==> src/rtl/chanmux_pkg.sv <==
package chanmux_pkg;
  // bits needed to address n inputs, at least one
  function automatic int idx_bits(input int n);
    return (n > 1) ? $clog2(n) : 1;
  endfunction
endpackage

==> src/rtl/chanmux_decode.sv <==
module chanmux_decode
  import chanmux_pkg::*;
#(
  parameter int N_IN  = 4,
  parameter int SEL_W = 3
) (
  input  logic [SEL_W-1:0] sel_idx,
  output logic [N_IN-1:0]  onehot
);
  localparam int IDX_W = idx_bits(N_IN);

  logic [IDX_W-1:0] idx_t;

  generate
    if (SEL_W > IDX_W) begin : g_trunc
      logic unused_hi_bits;
      assign unused_hi_bits = ^sel_idx[SEL_W-1:IDX_W];
      assign idx_t = sel_idx[IDX_W-1:0];
    end else if (SEL_W == IDX_W) begin : g_same
      assign idx_t = sel_idx;
    end else begin : g_widen
      assign idx_t = {{(IDX_W-SEL_W){1'b0}}, sel_idx};
    end
  endgenerate

  // shifting past N_IN-1 leaves the vector all zero
  always_comb begin
    onehot = N_IN'(1) << idx_t;
  end


  always_comb begin
    onehot_shape_chk: assert ($onehot0(onehot))
      else $error("one-hot select has more than one bit set");
  end
endmodule

==> src/rtl/chanmux_pick.sv <==
module chanmux_pick #(
  parameter int N_IN   = 4,
  parameter int DATA_W = 8
) (
  input  logic [N_IN-1:0]             onehot,
  input  logic [N_IN-1:0]             in_valid,
  input  logic [N_IN-1:0][DATA_W-1:0] in_data,
  output logic                        pick_valid,
  output logic [DATA_W-1:0]           pick_data
);
  always_comb begin
    pick_valid = |(onehot & in_valid);
    pick_data  = '0;
    for (int i = 0; i < N_IN; i++) begin
      pick_data = pick_data | (in_data[i] & {DATA_W{onehot[i]}});
    end
  end
endmodule

==> src/rtl/chanmux_ackgen.sv <==
module chanmux_ackgen #(
  parameter int N_IN = 4
) (
  input  logic [N_IN-1:0] onehot,
  input  logic            sel_valid,
  input  logic            pick_valid,
  input  logic            out_ready,
  output logic            out_valid,
  output logic            sel_ready,
  output logic [N_IN-1:0] in_ready
);
  logic fire;

  always_comb begin
    out_valid = pick_valid & sel_valid;
    fire      = out_valid & out_ready;
    sel_ready = fire;
    in_ready  = onehot & {N_IN{fire}};
  end


  always_comb begin
    out_needs_sel_chk: assert (!out_valid || sel_valid)
      else $error("output valid without select token");
  end


  always_comb begin
    sel_ack_gated_chk: assert (!sel_ready || out_ready)
      else $error("select consumed while output stalled");
  end


  always_comb begin
    single_in_ack_chk: assert ($onehot0(in_ready))
      else $error("more than one input acknowledged");
  end


  always_comb begin
    paired_ack_chk: assert ((|in_ready) == sel_ready)
      else $error("select and data acknowledges not paired");
  end
endmodule

==> src/rtl/sel_chan_mux.sv <==
module sel_chan_mux #(
  parameter int N_IN   = 4,
  parameter int DATA_W = 8,
  parameter int SEL_W  = 3
) (
  input  logic                     sel_valid,
  output logic                     sel_ready,
  input  logic [SEL_W-1:0]         sel_idx,
  input  logic [N_IN-1:0]          in_valid,
  output logic [N_IN-1:0]          in_ready,
  input  logic [N_IN*DATA_W-1:0]   in_data,
  output logic                     out_valid,
  input  logic                     out_ready,
  output logic [DATA_W-1:0]        out_data
);
  logic [N_IN-1:0]             onehot;
  logic                        pick_valid;
  logic [N_IN-1:0][DATA_W-1:0] data_arr;

  always_comb begin
    for (int i = 0; i < N_IN; i++) begin
      data_arr[i] = in_data[i*DATA_W +: DATA_W];
    end
  end

  chanmux_decode #(.N_IN(N_IN), .SEL_W(SEL_W)) u_decode (
    .sel_idx (sel_idx),
    .onehot  (onehot)
  );

  chanmux_pick #(.N_IN(N_IN), .DATA_W(DATA_W)) u_pick (
    .onehot     (onehot),
    .in_valid   (in_valid),
    .in_data    (data_arr),
    .pick_valid (pick_valid),
    .pick_data  (out_data)
  );

  chanmux_ackgen #(.N_IN(N_IN)) u_ack (
    .onehot     (onehot),
    .sel_valid  (sel_valid),
    .pick_valid (pick_valid),
    .out_ready  (out_ready),
    .out_valid  (out_valid),
    .sel_ready  (sel_ready),
    .in_ready   (in_ready)
  );


  always_comb begin
    for (int i = 0; i < N_IN; i++) begin
      acked_data_match_chk: assert (!in_ready[i] || (out_data == data_arr[i]))
        else $error("forwarded data differs from acknowledged input");
    end
  end


  always_comb begin
    for (int i = 0; i < N_IN; i++) begin
      ack_needs_valid_chk: assert (!in_ready[i] || in_valid[i])
        else $error("input acknowledged without a token");
    end
  end
endmodule

==> config.mk <==
export PLATFORM = sky130hd
export DESIGN_NAME = sel_chan_mux
export DESIGN_NICKNAME = d
export VERILOG_FILES = /design/src/rtl/chanmux_pkg.sv /design/src/rtl/chanmux_decode.sv /design/src/rtl/chanmux_pick.sv /design/src/rtl/chanmux_ackgen.sv /design/src/rtl/sel_chan_mux.sv
export SDC_FILE = /design/constraint.sdc
export NUM_CORES = 1
export LEC_CHECK = 0
export ABC_CLOCK_PERIOD_IN_PS = 900
export BUFFER_PORTS_ARGS = -buffer_cell sky130_fd_sc_hd__clkbuf_2
export CAP_MARGIN = 10
export CORE_AREA = 2 2 39 41
export DETAILED_ROUTE_END_ITERATION = 16
export DIE_AREA = 0 0 41 43
export PLACE_DENSITY = 0.7
export SYNTH_ARGS = -nofsm -noshare
export SYNTH_HDL_FRONTEND = slang
export SYNTH_HIERARCHICAL = 1
export SYNTH_SLANG_ARGS = --single-unit
==> constraint.sdc <==
create_clock -name vclk -period 0.9
set_input_delay 0 -clock vclk [all_inputs]
set_output_delay 0 -clock vclk [all_outputs]
set_load 0.02 [all_outputs]
==> metrics.txt <==
WL met3 191 µm; maximum VDD drop 0.0002387 V; cells after synthesis 41; setup TNS 0 ps; Reg area 0 µm²; Comb pwr share 100.0%; max_cap viols 0; GPL Wtd Cong 0.6695; Seq/Total Area, Yosys 0%; DP Area 565.5 µm²; Layout Cells excl Fill 111; min Tclk post-route 891.5 ps; Final Slew Violations 0; arrival time worst endpoint 890 ps; sequential cell count 0; Netlist cell types 9; syn avg cell area 7.080 µm²; # clk buffers 0; Worst Hold Class input pin to primary output; Tcrit/Tclk final 99.05%; Netlist Area Pre-Place 290.3 µm²; initial antenna violation count 0; starting density of the core 20.98%; Die X 41 µm; Max Freq 1.122 GHz; detailed-route via count 554; postcts setup bufs 0; Crit path max-delay family simple AND/OR/NAND/NOR gates; # IOs 55; Pint 0.0001818 W; GRT overflow 0; Max stage delay cell, worst path and2b_2; die area 1763 µm²; fill cell count 145; Worst Setup Path Type input pin to primary output; outcome finished clean; DRT antenna net count 0; Routed wire per std cell 12.05 µm; critical-path cell list buf_8 -> and2b_2 -> a22oi_2 -> nand2_2 -> and4_1 -> clkbuf_8; NetSw 0.0001789 W; first-pass GRT wire length 1883 µm; Top Metal Used met4; IO Port Bufs 54; Area Growth Syn to Fin 134.5%; ant diodes 0; Rel. slew slack 88.71%; met2 WL 641 µm; share of post-route cells with drive strength above 1 73.68%; Worst Setup End Kind primary output; cell area after layout 680.7 µm²; cell taking the most area after synthesis a22oi_1; Static Leak 0.3789 nW; Final Core Density 49.19%; part of the power in registers 0%; Worst-Margin Slew 168.7 ps; placed insts 111; Buffers & Inverters on Critical Path 2; half-perimeter wire length after placement 1019 µm; routed wire length 1337 µm; pin count of the biggest net entering global routing 10; DRC viols 0; cell with the most instances after synthesis a22oi_1; DR iter-0 viols 5; met1 WL 480 µm; core footprint 1384 µm²; gr usage total 14.49%; Syn. warnings 6; vias in the first global route 450; Syn Nets 82; Sw Share 49.59%; unrepaired setup endpoints after global routing yes; die height 43 µm; max incr delay on CP 190 ps; Required @ worst endpoint 900 ps; drt first pass iters 3; commonest cells in the netlist a22oi_1, nand2_1, and4_1, buf_6, and2_2; # hold bufs at CTS 0; power per cell area 529.9 nW/µm²; final setup fails 0; hold violation total from the final report 0; top cell type's share of synthesized area 46.55%; # rows 14; Via density 4.991; Worst setup SP type input pin; clock power share 0%; fin nets 138; main area contributors after synthesis a22oi_1, buf_6, and4_1, nand2_1, and2_2; Crit Path Max Fanout 6
[power groups by stage]
| stage | sequential (W) | combinational (W) | clock [W] |
|---|---|---|---|
| after floorplan | 0 | 0.000168 | 0 |
| after global placement | 0 | 0.000305 | 0 |
| after detailed placement | 0 | 0.000310 | 0 |
| after CTS | 0 | 0.000333 | 0 |
| after global routing | 0 | 0.000392 | 0 |
| final | 0 | 0.000361 | 0 |
[final timing paths]
path	start	endpoint	slack, ps	cells after the start
min	in_data[13]	out_data[5]	320	4
max	sel_idx[0]	in_ready[1]	9	6
[per-stage QoR]
step | total power [W] | hold WS (ps) | worst slack [ps]
3_3_place_gp | 0.0003053 | 331.3 | -38.92
5_1_grt | 0.0003917 | 351.8 | -25.79
2_1_floorplan | 0.0001680 | 175.1 | 72.13
6_report | 0.0003607 | 321.4 | 8.518
4_1_cts | 0.0003325 | 334.8 | -34.34
3_5_place_dp | 0.0003103 | 335.1 | -70.36
[cell type report]
cell class	count	area, µm²	area share [%]
well taps	16	20.02	2.941
multi-input cells	37	285.3	41.91
repair buffers	58	375.4	55.15
[cells by family after synthesis]
family	after synthesis	synth area share, %
AND/OR/NAND/NOR	19	37.93
AO/OA/AOI/OAI	18	46.55
buffers and inverters	4	15.52
[layout by cell type (no fill, tap or decap)]
master / synthesis / layout
a22oi_1: 18 / 12
a22oi_2: 0 / 6
and2_2: 2 / 1
and2_4: 0 / 1
and2b_2: 1 / 1
and3_4: 0 / 1
and4_1: 4 / 4
buf_2: 0 / 1
buf_4: 0 / 4
buf_8: 0 / 4
clkbuf_2: 0 / 45
clkbuf_8: 0 / 4
nand2_1: 9 / 8
nand2_2: 0 / 1
nor2_1: 1 / 1
nor2b_2: 0 / 1
[per-layer routing]
| layer | GRT usage, % | vias to the layer above |
|---|---|---|
| li1 | - | 278 |
| met1 | 18.99 | 232 |
| met2 | 24.69 | 42 |
| met3 | 1.047 | 2 |
| met4 | 2.667 | 0 |
| met5 | 0 | - |
[repair_timing]
action,in CTS,in global routing
gates resized for setup,15,18
gates cloned,0,0
pin swaps,7,2
endpoints found under the setup margin,6,14
Power figures use the tool's default switching activity.
